==> config.mk <==
export PLATFORM = sky130hd
export DESIGN_NAME = phy_misc_ctrl
export DESIGN_NICKNAME = d
export VERILOG_FILES = /design/src/rtl/phy_misc_pkg.sv /design/src/rtl/phy_misc_sync.sv /design/src/rtl/phy_misc_gpio_cell.sv /design/src/rtl/phy_misc_ctl.sv /design/src/rtl/phy_misc_ctrl.sv
export SDC_FILE = /design/constraint.sdc
export NUM_CORES = 1
export LEC_CHECK = 0
export ABC_AREA = 1
export CORE_MARGIN = 5
export CORE_UTILIZATION = 35
export CTS_BUF_LIST = sky130_fd_sc_hd__clkbuf_4 sky130_fd_sc_hd__clkbuf_8
export DETAILED_ROUTE_END_ITERATION = 8
export GPL_TIMING_DRIVEN = 1
export HOLD_SLACK_MARGIN = 0.03
export PLACE_DENSITY = 0.81
export SYNTH_ARGS = -nofsm -noshare
export SYNTH_HDL_FRONTEND = slang
export SYNTH_SLANG_ARGS = --single-unit
==> constraint.sdc <==
create_clock -name clk_i -period 0.9 [get_ports clk_i]
set_input_delay 0.18 -clock clk_i [delete_from_list [all_inputs] [get_ports clk_i]]
set_output_delay 0.18 -clock clk_i [all_outputs]
set_load 0.005 [all_outputs]
==> src/rtl/phy_misc_pkg.sv <==
package phy_misc_pkg;
  localparam int REG_W       = 16;
  localparam int GPIO_N      = 2;
  localparam int SYNC_STAGES = 2;

  // Bit positions decoded by management software
  localparam int B_RPT  = 15;
  localparam int B_IPOL = 14;
  localparam int B_SQEI = 11;
  localparam int B_LPBK = 10;
  localparam int B_GDIR0 = 6;
  localparam int B_APD  = 5;
  localparam int B_RXG  = 0;
  localparam logic [REG_W-1:0] RSV_MASK = 16'h301E;

  typedef struct packed {
    logic rpt;
    logic ipol;
    logic sqei;
    logic lpbk;
    logic apd;
    logic rxg;
  } ctl_t;

  function automatic int gpio_dir_bit(int idx);
    return B_GDIR0 + 2 * idx;
  endfunction

  function automatic int gpio_dat_bit(int idx);
    return B_GDIR0 + 1 + 2 * idx;
  endfunction

  function automatic ctl_t ctl_reset(logic strap);
    ctl_t v;
    v.rpt  = strap;
    v.ipol = 1'b0;
    v.sqei = 1'b0;
    v.lpbk = 1'b1;
    v.apd  = 1'b0;
    v.rxg  = 1'b0;
    return v;
  endfunction

  function automatic ctl_t ctl_from_word(logic [REG_W-1:0] w);
    ctl_t v;
    v.rpt  = w[B_RPT];
    v.ipol = w[B_IPOL];
    v.sqei = w[B_SQEI];
    v.lpbk = w[B_LPBK];
    v.apd  = w[B_APD];
    v.rxg  = w[B_RXG];
    return v;
  endfunction

  function automatic logic irq_level(logic pol_high, logic req);
    return pol_high ? req : ~req;
  endfunction
endpackage

==> src/rtl/phy_misc_sync.sv <==
module phy_misc_sync #(
  parameter int W      = 1,
  parameter int STAGES = 2
) (
  input  logic         clk_i,
  input  logic         rst_ni,
  input  logic [W-1:0] d_i,
  output logic [W-1:0] q_o
);
  logic [STAGES-1:0][W-1:0] stage_q;

  always_ff @(posedge clk_i) begin
    if (!rst_ni) begin
      stage_q <= '0;
    end else begin
      stage_q[0] <= d_i;
      for (int s = 1; s < STAGES; s++) stage_q[s] <= stage_q[s-1];
    end
  end

  assign q_o = stage_q[STAGES-1];
endmodule

==> src/rtl/phy_misc_gpio_cell.sv <==
module phy_misc_gpio_cell #(
  parameter int SYNC_STAGES = 2
) (
  input  logic clk_i,
  input  logic rst_ni,
  input  logic wr_fire_i,
  input  logic wdir_i,
  input  logic wdat_i,
  input  logic pin_i,
  output logic oe_o,
  output logic out_o,
  output logic rd_dir_o,
  output logic rd_dat_o
);
  logic dir_q, dat_q, pin_sync;
  logic [1:0] settle_q;

  always_ff @(posedge clk_i) begin
    if (!rst_ni) begin
      dir_q <= 1'b1;
      dat_q <= 1'b0;
    end else if (wr_fire_i) begin
      dir_q <= wdir_i;
      dat_q <= wdat_i;
    end
  end

  phy_misc_sync #(.W(1), .STAGES(SYNC_STAGES)) u_sync (
    .clk_i (clk_i),
    .rst_ni(rst_ni),
    .d_i   (pin_i),
    .q_o   (pin_sync)
  );

  assign oe_o     = ~dir_q;
  assign out_o    = dat_q;
  assign rd_dir_o = dir_q;
  assign rd_dat_o = dir_q ? pin_sync : dat_q;

  // cycles since reset, saturating, for the synchronizer check
  always_ff @(posedge clk_i) begin
    if (!rst_ni) settle_q <= 2'd0;
    else if (settle_q != 2'd3) settle_q <= settle_q + 2'd1;
  end

  p_dir_apply_r6: assert property (@(posedge clk_i) disable iff (!rst_ni)
    wr_fire_i |=> (oe_o == !$past(wdir_i)));

  generate
    if (SYNC_STAGES == 2) begin : g_sync_chk
      p_sync_delay_r7: assert property (@(posedge clk_i) disable iff (!rst_ni)
        (settle_q >= 2'd2) |-> (pin_sync == $past(pin_i, 2)));
    end
  endgenerate
endmodule

==> src/rtl/phy_misc_ctl.sv <==
module phy_misc_ctl
  import phy_misc_pkg::*;
(
  input  logic clk_i,
  input  logic rst_ni,
  input  logic strap_i,
  input  logic wr_fire_i,
  input  ctl_t wr_val_i,
  output ctl_t ctl_o
);
  ctl_t ctl_q;

  always_ff @(posedge clk_i) begin
    if (!rst_ni)        ctl_q <= ctl_reset(strap_i);
    else if (wr_fire_i) ctl_q <= wr_val_i;
  end

  assign ctl_o = ctl_q;

  p_write_lands_r4: assert property (@(posedge clk_i) disable iff (!rst_ni)
    wr_fire_i |=> (ctl_o == $past(wr_val_i)));

  p_hold_r4: assert property (@(posedge clk_i) disable iff (!rst_ni)
    !wr_fire_i |=> $stable(ctl_o));
endmodule

==> src/rtl/phy_misc_ctrl.sv <==
module phy_misc_ctrl
  import phy_misc_pkg::*;
(
  input  logic              clk_i,
  input  logic              rst_ni,
  input  logic              strap_rpt_i,
  input  logic              reg_sel_i,
  input  logic              reg_we_i,
  input  logic [REG_W-1:0]  reg_wdata_i,
  output logic [REG_W-1:0]  reg_rdata_o,
  input  logic [GPIO_N-1:0] gpio_in_i,
  output logic [GPIO_N-1:0] gpio_oe_o,
  output logic [GPIO_N-1:0] gpio_out_o,
  input  logic              irq_req_i,
  output logic              irq_pin_o,
  input  logic              fdx_i,
  output logic              fdx_o,
  output logic              sqe_en_o,
  output logic              rpt_mode_o,
  output logic              loopback_o,
  output logic              apol_dis_o,
  output logic              rxclk_gate_o
);
  logic              wr_fire;
  ctl_t              ctl;
  logic [GPIO_N-1:0] dir_rd, dat_rd;
  logic [REG_W-1:0]  word;
  logic              unused_rsv;

  assign wr_fire    = reg_sel_i & reg_we_i;
  assign unused_rsv = ^(reg_wdata_i & RSV_MASK);

  phy_misc_ctl u_ctl (
    .clk_i    (clk_i),
    .rst_ni   (rst_ni),
    .strap_i  (strap_rpt_i),
    .wr_fire_i(wr_fire),
    .wr_val_i (ctl_from_word(reg_wdata_i)),
    .ctl_o    (ctl)
  );

  generate
    for (genvar g = 0; g < GPIO_N; g++) begin : g_gpio
      phy_misc_gpio_cell #(.SYNC_STAGES(SYNC_STAGES)) u_cell (
        .clk_i    (clk_i),
        .rst_ni   (rst_ni),
        .wr_fire_i(wr_fire),
        .wdir_i   (reg_wdata_i[gpio_dir_bit(g)]),
        .wdat_i   (reg_wdata_i[gpio_dat_bit(g)]),
        .pin_i    (gpio_in_i[g]),
        .oe_o     (gpio_oe_o[g]),
        .out_o    (gpio_out_o[g]),
        .rd_dir_o (dir_rd[g]),
        .rd_dat_o (dat_rd[g])
      );
    end
  endgenerate

  always_comb begin
    word         = '0;
    word[B_RPT]  = ctl.rpt;
    word[B_IPOL] = ctl.ipol;
    word[B_SQEI] = ctl.sqei;
    word[B_LPBK] = ctl.lpbk;
    word[B_APD]  = ctl.apd;
    word[B_RXG]  = ctl.rxg;
    for (int i = 0; i < GPIO_N; i++) begin
      word[gpio_dir_bit(i)] = dir_rd[i];
      word[gpio_dat_bit(i)] = dat_rd[i];
    end
  end

  assign reg_rdata_o  = reg_sel_i ? word : '0;
  assign irq_pin_o    = irq_level(ctl.ipol, irq_req_i);
  assign fdx_o        = fdx_i & ~ctl.rpt;
  assign sqe_en_o     = ~ctl.sqei & ~ctl.rpt;
  assign rpt_mode_o   = ctl.rpt;
  assign loopback_o   = ctl.lpbk;
  assign apol_dis_o   = ctl.apd;
  assign rxclk_gate_o = ctl.rxg;

  p_rpt_quiet_r9: assert property (@(posedge clk_i) disable iff (!rst_ni)
    rpt_mode_o |-> (!fdx_o && !sqe_en_o));

  p_irq_level_r5: assert property (@(posedge clk_i) disable iff (!rst_ni)
    (reg_sel_i && (reg_rdata_o[B_IPOL] == irq_req_i)) |-> irq_pin_o);

  p_idle_read_r11: assert property (@(posedge clk_i) disable iff (!rst_ni)
    !reg_sel_i |-> (reg_rdata_o == '0));

  p_reserved_zero_r3: assert property (@(posedge clk_i) disable iff (!rst_ni)
    $past(wr_fire) |-> ((reg_rdata_o & RSV_MASK) == '0));
endmodule

Word-level counts from Yosys, hierarchy flattened

Cells that the tools add are included.

Register bits: 14
Input bits: 25
Output and inout bits: 27
Logic and storage cells: 29

Equal/unequal tests: 1
Mux-type cells: 6
Bitwise operators: 8

Operators by type and width:

| operator           | number |
|---|---|
| $mux 16            | 1 |
| $mux 6             | 2 |
| $not 1->1          | 5 |
| $and 1x1->1        | 3 |
| $mux 1             | 3 |
| $ne 2x1->1 const B | 1 |

Depth between registers and ports, before layout

Word-level depth: 3
Gate-level depth with buffers: 4
Depth with buffers taken out: 4

Cells and area by module

Synthesis repeated with hierarchy kept, for this count alone.

Cell total of the unflattened synthesis: 108
Area, all modules: 695.7 µm²

Modules (own cells, without submodules):

| module             | instances | cells each | area an instance (µm²) | sequential area each (µm²) |
|---|---|---|---|---|
| phy_misc_ctl       | 1         | 28         | 232.7                  | 130.1 |
| phy_misc_gpio_cell | 2         | 15         | 90.1                   | 40.0 |
| phy_misc_ctrl      | 1         | 38         | 172.7                  | 0.0 |
| phy_misc_sync      | 2         | 6          | 55.1                   | 40.0 |

Worst setup path after synthesis

No wires, ideal clock.

Path kind: input port to flip-flop
From: input port rst_ni
To: register u_ctl.ctl_q (netlist bit u_ctl.ctl_o[5]) (enable)
Data arrival time: 0.538 ns
Required time: 0.608 ns
Slack: 0.070 ns
Stages: 3
Path through: clkbuf_2 buf_2 nand2_1

Word-level cells in the longest chain between the ends: 1

RTL lines:

| item                        | RTL line           | text |
|---|---|---|
| start: declaration          | phy_misc_ctrl.sv:5 | `input logic rst_ni,` |
| $ne 2x1->1 (no source line) | -                  |  |
| end signal: assignment      | phy_misc_ctl.sv:14 | `if (!rst_ni) ctl_q <= ctl_reset(strap_i);` |
| end signal: assignment      | phy_misc_ctl.sv:15 | `else if (wr_fire_i) ctl_q <= wr_val_i;` |
| end: declaration            | phy_misc_ctl.sv:11 | `ctl_t ctl_q;` |

Every way passes these cells.
A chain may end at the register's enable or synchronous reset.

Worst setup path after layout

From: register u_ctl.ctl_q (netlist bit u_ctl.ctl_o[5])
To: output port fdx_o

Word-level cells in the longest chain between the ends: 2

RTL lines:

| item             | RTL line            | text |
|---|---|---|
| $not 1->1        | phy_misc_ctrl.sv:75 | `assign fdx_o = fdx_i & ~ctl.rpt;` |
| $and 1x1->1      | phy_misc_ctrl.sv:75 |  |
| end: declaration | phy_misc_ctrl.sv:17 | `output logic fdx_o,` |

Every way passes these cells.

==> results.md <==
* Post-synthesis cell type count at 14
* Largest incremental delay on the critical path at approximately 440 ps
* Endpoint kind of the worst setup timing path: output pin
* Max Clock Freq at 801.5 MHz
* Net switching component of the power at 454.1 uW
* Period utilisation layout at 138.6%
* Syn avg cell area at ~6.6 um^2
* Internal Dissipation at approximately 1.2 mW
* Worst setup path category: register to output pin
* # setup viols final at 21
* Die W at about 55 um
* Number of buffers added on ports at 39
* Maximum number of pins on one net before global-route repair at 13
* Crit path cell chain: buf_4 > nor2_2 > buf_2
* Share of final-layout standard cells stronger than drive strength 1 at between 40% and 50%
* Number of max-capacitance violations reported at 0
* Critical path arrival at around 1100 ps
* Number of global-route vias before repair at ~830
* H-tree levels at 1
* Starting utilization of the core area at a little under two fifths
* Post-DRT Antenna Nets at 0
* Worst-skew pair later-pin latency at approximately 300 ps
* Crit start category: register
* RePlAce Congestion at between 0.7 and 0.8
* Comb power frac at 30.5%
* Accumulated negative setup slack at -3882 ps
* Number of flip-flops and latches in the synthesized netlist at 14
* Slowest library cell on the worst path: sky130_fd_sc_hd__edfxtp_1
* Status: finished, violations left
* Hold buffers post-CTS at 0
* Leakage power summed over all cells at 0.7657 nW
* Height of the die at about 55 um
* Maximum count of clock buffers along a single path at 2
* Min Clock Period, post-route at between 1000 and 1500 ps
* Finished Core Util at about 69%
* Total wire length after detailed routing at ~2400 um
* Clock root buffer: sky130_fd_sc_hd__clkbuf_4
* Drt first pass iters at 5
* Cell area after technology mapping at a little over 700 um^2
* Flop pwr share at between 40% and 50%
* Count of vias placed by the detailed router at 850
* Top fanout value on the critical path at 3
* Top-Level Pins at 52
* Final hold vios at 0
* Fill cell instance count of the final layout at roughly 160
* Yosys warning total at 0
* Post-detailed-placement half-perimeter wirelength at between 1500 and 2000 um
* Violated checks: negative setup slack
* Clock power frac at around 27%
* Instance count of the mapped netlist at 110
* Antenna fix cells at 0
* Worst voltage drop across the vdd grid at 1334 uV
* Layout overhead on the synthesized area at 88.19%
* Average wire length per cell after detail routing at roughly 13 um
* Wire length of the first global-routing pass at 3553 um
* Most area-consuming cells after synthesis: sky130_fd_sc_hd__dfxtp_1 (36%), sky130_fd_sc_hd__nand2_1 (16%), sky130_fd_sc_hd__buf_4 (11%)
* Proportion of netlist area held by the largest area contributor at between 30% and 40%
* Register area share after synthesis at approximately two fifths
* PwrDens at ~1200 nW/um^2
* Sinks on Clock Net at 14
* Core Area at 1962 um^2
* Clock tree from TritonCTS: built
* Remaining DRCs at 0
* Post-route setup slack at -347.7 ps
* Layout Skew at ~0.11 ps
* Initial detailed-routing violation count at 7
* Hold crit path type: input port to register
* Worst Path Required at ~700 ps
* Count of standard-cell rows at 16
* Vias per inst at 4.359
* Global route overflow at 0
* Unrepaired setup endpoints after global routing: yes
* Switch share at around 27%
* Final-stage net count at a little under 200
* Die ar. at approximately 3100 um^2
* Number of antenna violations at the first check in global routing at 0
* Worst-path clk slew at approximately 90 ps
* TritonCTS buffer count at 3
* Pins Over Slew Limit at 0
* Total global-route track usage at ~15%
* Cell accounting for the most synthesized area: sky130_fd_sc_hd__dfxtp_1
layer usage:
metal  track usage (%)  vias up  part of all wire [%]
met5                 0        -                     0
met4             5.208        0                   1.7
met3             4.196        4                   5.4
met2             29.56       35                    56
met1             13.18      394                    36
li1                  -      417                     -
flip-flops by register name (all words and copies together) (netlist names):
| name | flops |
|---|---|
| u_ctl.ctl_o | 6 |
| g_gpio.u_cell.rd_dir_o | 2 |
| g_gpio.u_cell.out_o | 2 |
| g_gpio.u_cell.u_sync.stage_q | 2 |
| g_gpio.u_cell.u_sync.q_o | 2 |
cells in the mapped netlist:
| library cell | number |
|---|---|
| sky130_fd_sc_hd__nand2_1 | 30 |
| sky130_fd_sc_hd__inv_1 | 22 |
| sky130_fd_sc_hd__nor2_1 | 18 |
| sky130_fd_sc_hd__dfxtp_1 | 13 |
| sky130_fd_sc_hd__buf_4 | 11 |
| sky130_fd_sc_hd__nand3_1 | 6 |
| sky130_fd_sc_hd__o21ai_0 | 3 |
| sky130_fd_sc_hd__buf_2 | 1 |
| sky130_fd_sc_hd__buf_6 | 1 |
| sky130_fd_sc_hd__clkbuf_2 | 1 |
| sky130_fd_sc_hd__conb_1 | 1 |
| sky130_fd_sc_hd__edfxtp_1 | 1 |
| sky130_fd_sc_hd__nand2_2 | 1 |
| sky130_fd_sc_hd__xnor2_1 | 1 |
placed cells by master, fill, tap and decap left out, types with 2 or more instances in the layout:
cell / Yosys / final
sky130_fd_sc_hd__nand2_2: 1 / 4
sky130_fd_sc_hd__dfxtp_1: 13 / 4
sky130_fd_sc_hd__nand2_1: 30 / 25
sky130_fd_sc_hd__buf_2: 1 / 13
sky130_fd_sc_hd__inv_1: 22 / 16
sky130_fd_sc_hd__o21ai_2: 0 / 2
sky130_fd_sc_hd__clkdlybuf4s50_1: 0 / 16
sky130_fd_sc_hd__clkbuf_4: 0 / 3
sky130_fd_sc_hd__nor2_1: 18 / 15
sky130_fd_sc_hd__dfxtp_2: 0 / 8
sky130_fd_sc_hd__inv_2: 0 / 5
sky130_fd_sc_hd__buf_4: 11 / 9
sky130_fd_sc_hd__buf_6: 1 / 23
sky130_fd_sc_hd__conb_1: 1 / 6
sky130_fd_sc_hd__nand3_1: 6 / 6
sky130_fd_sc_hd__nor2_2: 0 / 3
stage by stage:
step	instance area (um^2)	instances	hold WS, ps	worst slack, ps	power, mW
finish	1356	195	330.1	-347.7	1.682
global route	1356	195	345.3	-409.1	1.759
CTS	1257	193	351.5	-313.4	1.607
detailed placement	1142	178	397.6	-820.0	1.111
global placement	1142	178	392.7	-760.1	1.098
floorplan	739.5	115	277.6	70.18	0.8743
final cells by class:
type | count | area [um^2] | share of cell area, %
clock buffer | 4 | 36.28 | 2.675
inverter | 22 | 85.08 | 6.273
timing repair buffer | 63 | 580.6 | 42.80
tap | 27 | 33.78 | 2.491
multi-input combinational | 65 | 316.6 | 23.34
sequential | 14 | 304.0 | 22.42
power by group through the flow:
stage	Clock [mW]	Sequential (mW)	Combinational, mW
after floorplan	0	0.706	0.168
final	0.461	0.708	0.514
after global placement	0	0.708	0.391
after global routing	0.495	0.713	0.551
after detailed placement	0	0.710	0.401
after CTS	0.462	0.701	0.444
kinds of logic (layout without fill, tap and decap cells):
group                  Yosys count  in the layout  synth area share (%)
AO/OA/AOI/OAI                    3              3                 2.083
other                            1              6                0.5203
buffers and inverters           36             89                 25.87
XOR/XNOR                         1              1                 1.215
flip-flops                      14             14                 40.28
AND/OR/NAND/NOR                 55             55                 30.04
repair_timing:
action / CTS / global route
endpoints found under the setup margin: 32 / 29
pin swaps: 6 / 5
gates resized for setup: 120 / 27
setup buffers: 11 / 2
worst max-delay path, delay by kind of cell, from the launching register on:
kind,cells,cell delay (ps)
buffers and inverters,2,270
DFF,1,440
and+or+nand+nor,1,60
worst paths after layout:
| path | cells after the start | to | slack [ps] | startpoint |
|---|---|---|---|---|
| max reg2reg | 6 | u_ctl.ctl_o[0]$_SDFFE_PN0P_ | 40 | u_ctl.ctl_o[0]$_SDFFE_PN0P_ |
| min | 4 | g_gpio[1].u_cell.rd_dir_o$_SDFFE_PN1P_ | 330 | reg_sel_i |
| min reg2reg | 2 | g_gpio[0].u_cell.u_sync.q_o$_SDFF_PN0_ | 420 | g_gpio[0].u_cell.u_sync.stage_q[0]$_SDFF_PN0_ |
| max | 3 | fdx_o | -350 | u_ctl.ctl_o[5]$_DFFE_PP_ |
(Power assumes the default switching activity.)
